--- config.mk ---
export PLATFORM = sky130hd
export DESIGN_NAME = opnd_agu
export DESIGN_NICKNAME = d
export VERILOG_FILES = /design/src/rtl/agu_pkg.sv /design/src/rtl/agu_ctrl.sv /design/src/rtl/agu_ptr_addr.sv /design/src/rtl/agu_ea_form.sv /design/src/rtl/opnd_agu.sv
export SDC_FILE = /design/constraint.sdc
export NUM_CORES = 1
export LEC_CHECK = 0
export ABC_AREA = 1
export BUFFER_PORTS_ARGS = -buffer_cell sky130_fd_sc_hd__buf_2
export CAP_MARGIN = 30
export CORE_UTILIZATION = 39
export CTS_BUF_LIST = sky130_fd_sc_hd__clkbuf_4
export DETAILED_ROUTE_END_ITERATION = 6
export HOLD_SLACK_MARGIN = 0.02
export PLACE_DENSITY = 0.78
export SYNTH_ARGS = -nofsm -noshare
export SYNTH_HDL_FRONTEND = slang
export SYNTH_HIERARCHICAL = 1
export SYNTH_SLANG_ARGS = --single-unit
--- constraint.sdc ---
create_clock -name clk -period 1.8 [get_ports clk]
set_clock_uncertainty 0.15 [all_clocks]
set_input_delay 0.09 -clock clk [delete_from_list [all_inputs] [get_ports clk]]
set_output_delay 0.09 -clock clk [all_outputs]
set_load 0.01 [all_outputs]
--- src/rtl/agu_pkg.sv ---
package agu_pkg;
  typedef enum logic [1:0] {
    ST_IDLE = 2'd0,
    ST_WAIT = 2'd1,
    ST_DONE = 2'd2
  } agu_state_t;
endpackage

--- src/rtl/agu_ctrl.sv ---
module agu_ctrl
  import agu_pkg::*;
(
  input  logic       clk,
  input  logic       rst_n,
  input  logic       req_valid,
  input  logic       req_indirect,
  output logic       acc_dir,
  output logic       acc_ind,
  output logic       cap_en,
  output logic       done,
  output logic       busy
);
  agu_state_t state_q, state_d;
  logic       idle;

  assign idle    = (state_q == ST_IDLE);
  assign acc_dir = idle && req_valid && !req_indirect;
  assign acc_ind = idle && req_valid && req_indirect;
  assign cap_en  = (state_q == ST_WAIT);
  assign done    = (state_q == ST_DONE);
  assign busy    = !idle;

  always_comb begin
    state_d = state_q;
    case (state_q)
      ST_IDLE: if (acc_ind) state_d = ST_WAIT;
      ST_WAIT: state_d = ST_DONE;
      ST_DONE: state_d = ST_IDLE;
      default: state_d = ST_IDLE;
    endcase
  end

  always_ff @(posedge clk or negedge rst_n) begin
    if (!rst_n) state_q <= ST_IDLE;
    else        state_q <= state_d;
  end

  // an indirect accept is followed by two busy cycles
  p_busy_after_acc_r7: assert property (@(posedge clk) disable iff (!rst_n)
    acc_ind |=> (busy && !done));
  // the wait cycle always leads to the completing cycle
  p_wait_to_done_r4: assert property (@(posedge clk) disable iff (!rst_n)
    cap_en |=> done);
  p_done_to_idle_r7: assert property (@(posedge clk) disable iff (!rst_n)
    done |=> !busy);
endmodule

--- src/rtl/agu_ptr_addr.sv ---
module agu_ptr_addr #(
  parameter int ADDR_W = 9,
  parameter int SEL_W  = 2,
  parameter int BANK_W = 2
) (
  input  logic              clk,
  input  logic              rst_n,
  input  logic              rd_en,
  input  logic [BANK_W-1:0] bank,
  input  logic [SEL_W-1:0]  sel,
  output logic [ADDR_W-1:0] rd_addr
);
  localparam int PTR_W = BANK_W + SEL_W;

  assign rd_addr = {{(ADDR_W-PTR_W){1'b0}}, bank, sel};

  // pointer reads never leave the pointer window at the bottom of RAM
  p_ptr_window_r3: assert property (@(posedge clk) disable iff (!rst_n)
    rd_en |-> (rd_addr < ADDR_W'(1 << PTR_W)));
endmodule

--- src/rtl/agu_ea_form.sv ---
module agu_ea_form #(
  parameter int ADDR_W = 9,
  parameter int DATA_W = 8,
  parameter int SEL_W  = 2
) (
  input  logic              clk,
  input  logic              rst_n,
  input  logic              acc_ind,
  input  logic              cap_en,
  input  logic              done,
  input  logic [SEL_W-1:0]  sel,
  input  logic [DATA_W-1:0] rd_data,
  input  logic [ADDR_W-1:0] daddr,
  output logic [ADDR_W-1:0] ea
);
  logic              page_q, page_d;
  logic [DATA_W-1:0] ptr_q, ptr_d;

  always_comb begin
    page_d = page_q;
    if (acc_ind) page_d = sel[SEL_W-1];
    ptr_d = ptr_q;
    if (cap_en) ptr_d = rd_data;
  end

  always_ff @(posedge clk) begin
    page_q <= page_d;
    ptr_q  <= ptr_d;
  end

  assign ea = done ? {page_q, ptr_q} : daddr;

  // the page bit of a completed indirect result was fixed at accept
  p_page_held_r5: assert property (@(posedge clk) disable iff (!rst_n)
    cap_en |=> (ea[ADDR_W-1] == $past(page_q)));
endmodule

--- src/rtl/opnd_agu.sv ---
module opnd_agu #(
  parameter int ADDR_W = 9,
  parameter int DATA_W = 8,
  parameter int SEL_W  = 2,
  parameter int BANK_W = 2
) (
  input  logic              clk,
  input  logic              rst_n,
  input  logic              req_valid,
  input  logic              req_indirect,
  input  logic [ADDR_W-1:0] req_daddr,
  input  logic [SEL_W-1:0]  req_sel,
  input  logic [BANK_W-1:0] psw_bank,
  output logic              mem_rd_en,
  output logic [ADDR_W-1:0] mem_rd_addr,
  input  logic [DATA_W-1:0] mem_rd_data,
  output logic              ea_valid,
  output logic [ADDR_W-1:0] ea_addr,
  output logic              ea_is_sfr,
  output logic              busy
);
  logic acc_dir, acc_ind, cap_en, done;

  agu_ctrl u_ctrl (
    .clk(clk), .rst_n(rst_n), .req_valid(req_valid), .req_indirect(req_indirect),
    .acc_dir(acc_dir), .acc_ind(acc_ind), .cap_en(cap_en), .done(done), .busy(busy)
  );

  agu_ptr_addr #(.ADDR_W(ADDR_W), .SEL_W(SEL_W), .BANK_W(BANK_W)) u_ptr (
    .clk(clk), .rst_n(rst_n), .rd_en(acc_ind), .bank(psw_bank), .sel(req_sel),
    .rd_addr(mem_rd_addr)
  );

  agu_ea_form #(.ADDR_W(ADDR_W), .DATA_W(DATA_W), .SEL_W(SEL_W)) u_ea (
    .clk(clk), .rst_n(rst_n), .acc_ind(acc_ind), .cap_en(cap_en), .done(done),
    .sel(req_sel), .rd_data(mem_rd_data), .daddr(req_daddr), .ea(ea_addr)
  );

  assign mem_rd_en = acc_ind;
  assign ea_valid  = acc_dir || done;
  assign ea_is_sfr = ea_addr[ADDR_W-1];

  // a pointer read is issued only while idle
  p_read_when_idle_r7: assert property (@(posedge clk) disable iff (!rst_n)
    mem_rd_en |-> !busy);
  // the result appears two cycles after the pointer read
  p_valid_timing_r4: assert property (@(posedge clk) disable iff (!rst_n)
    mem_rd_en |=> ##1 ea_valid);
  // a direct result never coincides with a pointer read
  p_dir_no_read_r2: assert property (@(posedge clk) disable iff (!rst_n)
    (ea_valid && !busy) |-> !mem_rd_en);
endmodule

==> impl_metrics.ini <==
[status]
status = completed

[die]
die_w_um = 40.46
die_y_um = 40.46
rows = 13
io_pins = 47
core_um2 = 1334
start_util = 0.4325
die-area_um2 = 1637

[global_routing]
antenna_found_initial = 0
grt_pass1_vias = 363
grt_max_degree = 12
track_usage = 0.1365
grt_pass1_wl_mm = 1.359
grt_overflow = 0

[placed_design]
place.gp.congestion = 0.5965
hpwl_um = 777.5
port_buffers = 35
place_area_um2 = 706.9
pre_cts_slack_ns = 0.3959

[worst_setup_path]
crit_start = u_ctrl/state_q[1]$_DFFE_PN0P_
critPathMaxFanout = 11
worstSetupPathType = flip-flop to primary output
crit_arrival_ns = 1.36
cp-end-kind = primary output
reg2reg_from = u_ctrl/state_q[1]$_DFFE_PN0P_
required_ns = 1.56
start_kind = flip-flop

[routing]
drt-total-wl_mm = 1.062
wl_per_cell_um = 8.362
drtIter0Drc = 3
viasPerCell = 4.102
ant_nets = 0
dr_total_vias = 521
dr.pass1.iters = 4
drc = 0

[sta]
final-setup-viol-count = 0
finalCriticalPeriod_ns = 1.599
rsz0062_at_grt = no
report.final.hold_viol_count = 0
setup_ws_ns = 0.2011
whs_ns = 0.03002
tightest_slew_ns = 0.5509
maxSlewHeadroom = 0.6314
tns_ns = 0
finalCritPeriodShare = 0.8883
slew_viol_final = 0
max_freq_mhz = 625.4

[synth]
synth_compound_area_frac = 0
ys_ff_latch = 11
yosys.area.top_type = edfxtp_1
synth_top_family_by_area = simple AND/OR/NAND/NOR gates
synth_cell_types = 11
yosys-mux-area-fraction = 0
avgSynthCellArea_um2 = 8.739
synth.area.top_cells = edfxtp_1, nand2_1, buf_4
yosys.area_share.simple = 0.2430
synth_common_cells = nand2_1, buf_4, edfxtp_1, inv_1, nor2_1
yosys_warnings = 6
synthFlopType = edfxtp_1
synth_edf_count = 9
synth_top_area_share = 0.4685
synth_most_common_cell = nand2_1
synth_area_um2 = 576.8
synthXorXnorAreaFrac = 0
ys_seq_area_frac = 0.5553
synthCells = 66
synthArstFlopShare = 0.1818
synth_adder_area_share = 0

[clock_tree]
cts_resized = 0
cts_inserted_buffers = 3
clk_pin_slew_ns = 0.06
holdBufCountCts = 13
cts_tree = done
cts_max_level = 1
cts-root-buf = clkbuf_4
clkLatencyLatePin_ns = 0.25
clock_tree.buffer_depth = 2
cts.sink_count = 11
postCtsSetupBuffers = 0

[hold_path]
hp-start = req_sel[0]
hold_path_class = input port to primary output

[cells_and_area]
antenna_cells = 0
final_util = 0.6501
nNetsFinal = 138
final_cell_area_um2 = 867.1
drive_gt1_frac = 0.3839
area_growth_pct = 50.33

[pwr]
ir_drop_v = 0.0003620
p_per_area_nw_per_um2 = 688.2
leakagePower_uw = 0.0004715

[job]
drv_cap = 0
-- metrics by stage --
| step | cells | total power (uW) |
|---|---|---|
| finish | 127 | 596.7 |
| global placement | 110 | 408.2 |
| detailed placement | 110 | 411.1 |
| CTS | 127 | 603.1 |
| global route | 127 | 634.6 |
| floorplan | 70 | 378.3 |
-- layer usage --
metal | vias to the layer above | global-route usage | wire [um]
met4 | 0 | 0.1250 | 19
met2 | 37 | 0.2579 | 519
met3 | 2 | 0.005556 | 111
met1 | 205 | 0.1281 | 412
met5 | - | 0 | 0
li1 | 277 | - | -
-- power breakdown --
| group | internal, uW | switching [uW] | total [uW] |
|---|---|---|---|
| Sequential | 290 | 4.94 | 295 |
| Clock | 100 | 67.7 | 168 |
| Combinational | 67.0 | 67.2 | 134 |
-- cell type report --
type	instances	area [um^2]
clock buffer	4	30.03
fill	119	466.7
inverter	7	26.28
multi-input combinational	41	158.9
sequential	11	320.3
tap	15	18.77
timing repair buffer	49	312.8
-- kinds of logic (layout without fill, tap and decap cells) --
| group | count (synthesis) | count (layout) |
|---|---|---|
| simple gates | 36 | 36 |
| buf+inv | 18 | 60 |
| flops | 11 | 11 |
| other cells | 1 | 5 |
-- final timing paths --
kind	endpoint	slack, ns	depth (start not counted)
max	ea_is_sfr	0.20	7
min	mem_rd_addr[0]	0.03	0
max reg2reg	u_ctrl/state_q[0]$_DFFE_PN0P_	0.32	4
min reg2reg	u_ctrl/state_q[1]$_DFFE_PN0P_	0.39	1
max in group asynchronous	u_ctrl/state_q[0]$_DFFE_PN0P_	0.84	3
min in group asynchronous	u_ctrl/state_q[1]$_DFFE_PN0P_	0.54	3
-- cells in the final DEF, fill, tap and decap left out, types with 2 or more instances in the layout --
cell type,instances
dlygate4sd3_1,13
nor2_1,6
buf_2,35
edfxtp_1,9
dfrtp_1,2
conb_1,5
clkbuf_4,4
nand2_1,28
inv_1,6
-- registers in the layout, summed over array words and instances (netlist names) --
signal,flops
u_ea/page_q,1
u_ea/ptr_q,8
u_ctrl/state_q,2
-- critical path, cell delays in order (launching register included) --
cell	delay, ns
dfrtp_1	0.41
inv_1	0.05
nor2_1	0.11
buf_4	0.19
inv_2	0.09
nand2_1	0.06
nand2_1	0.05
buf_2	0.13
Power figures use the tool's default switching activity.
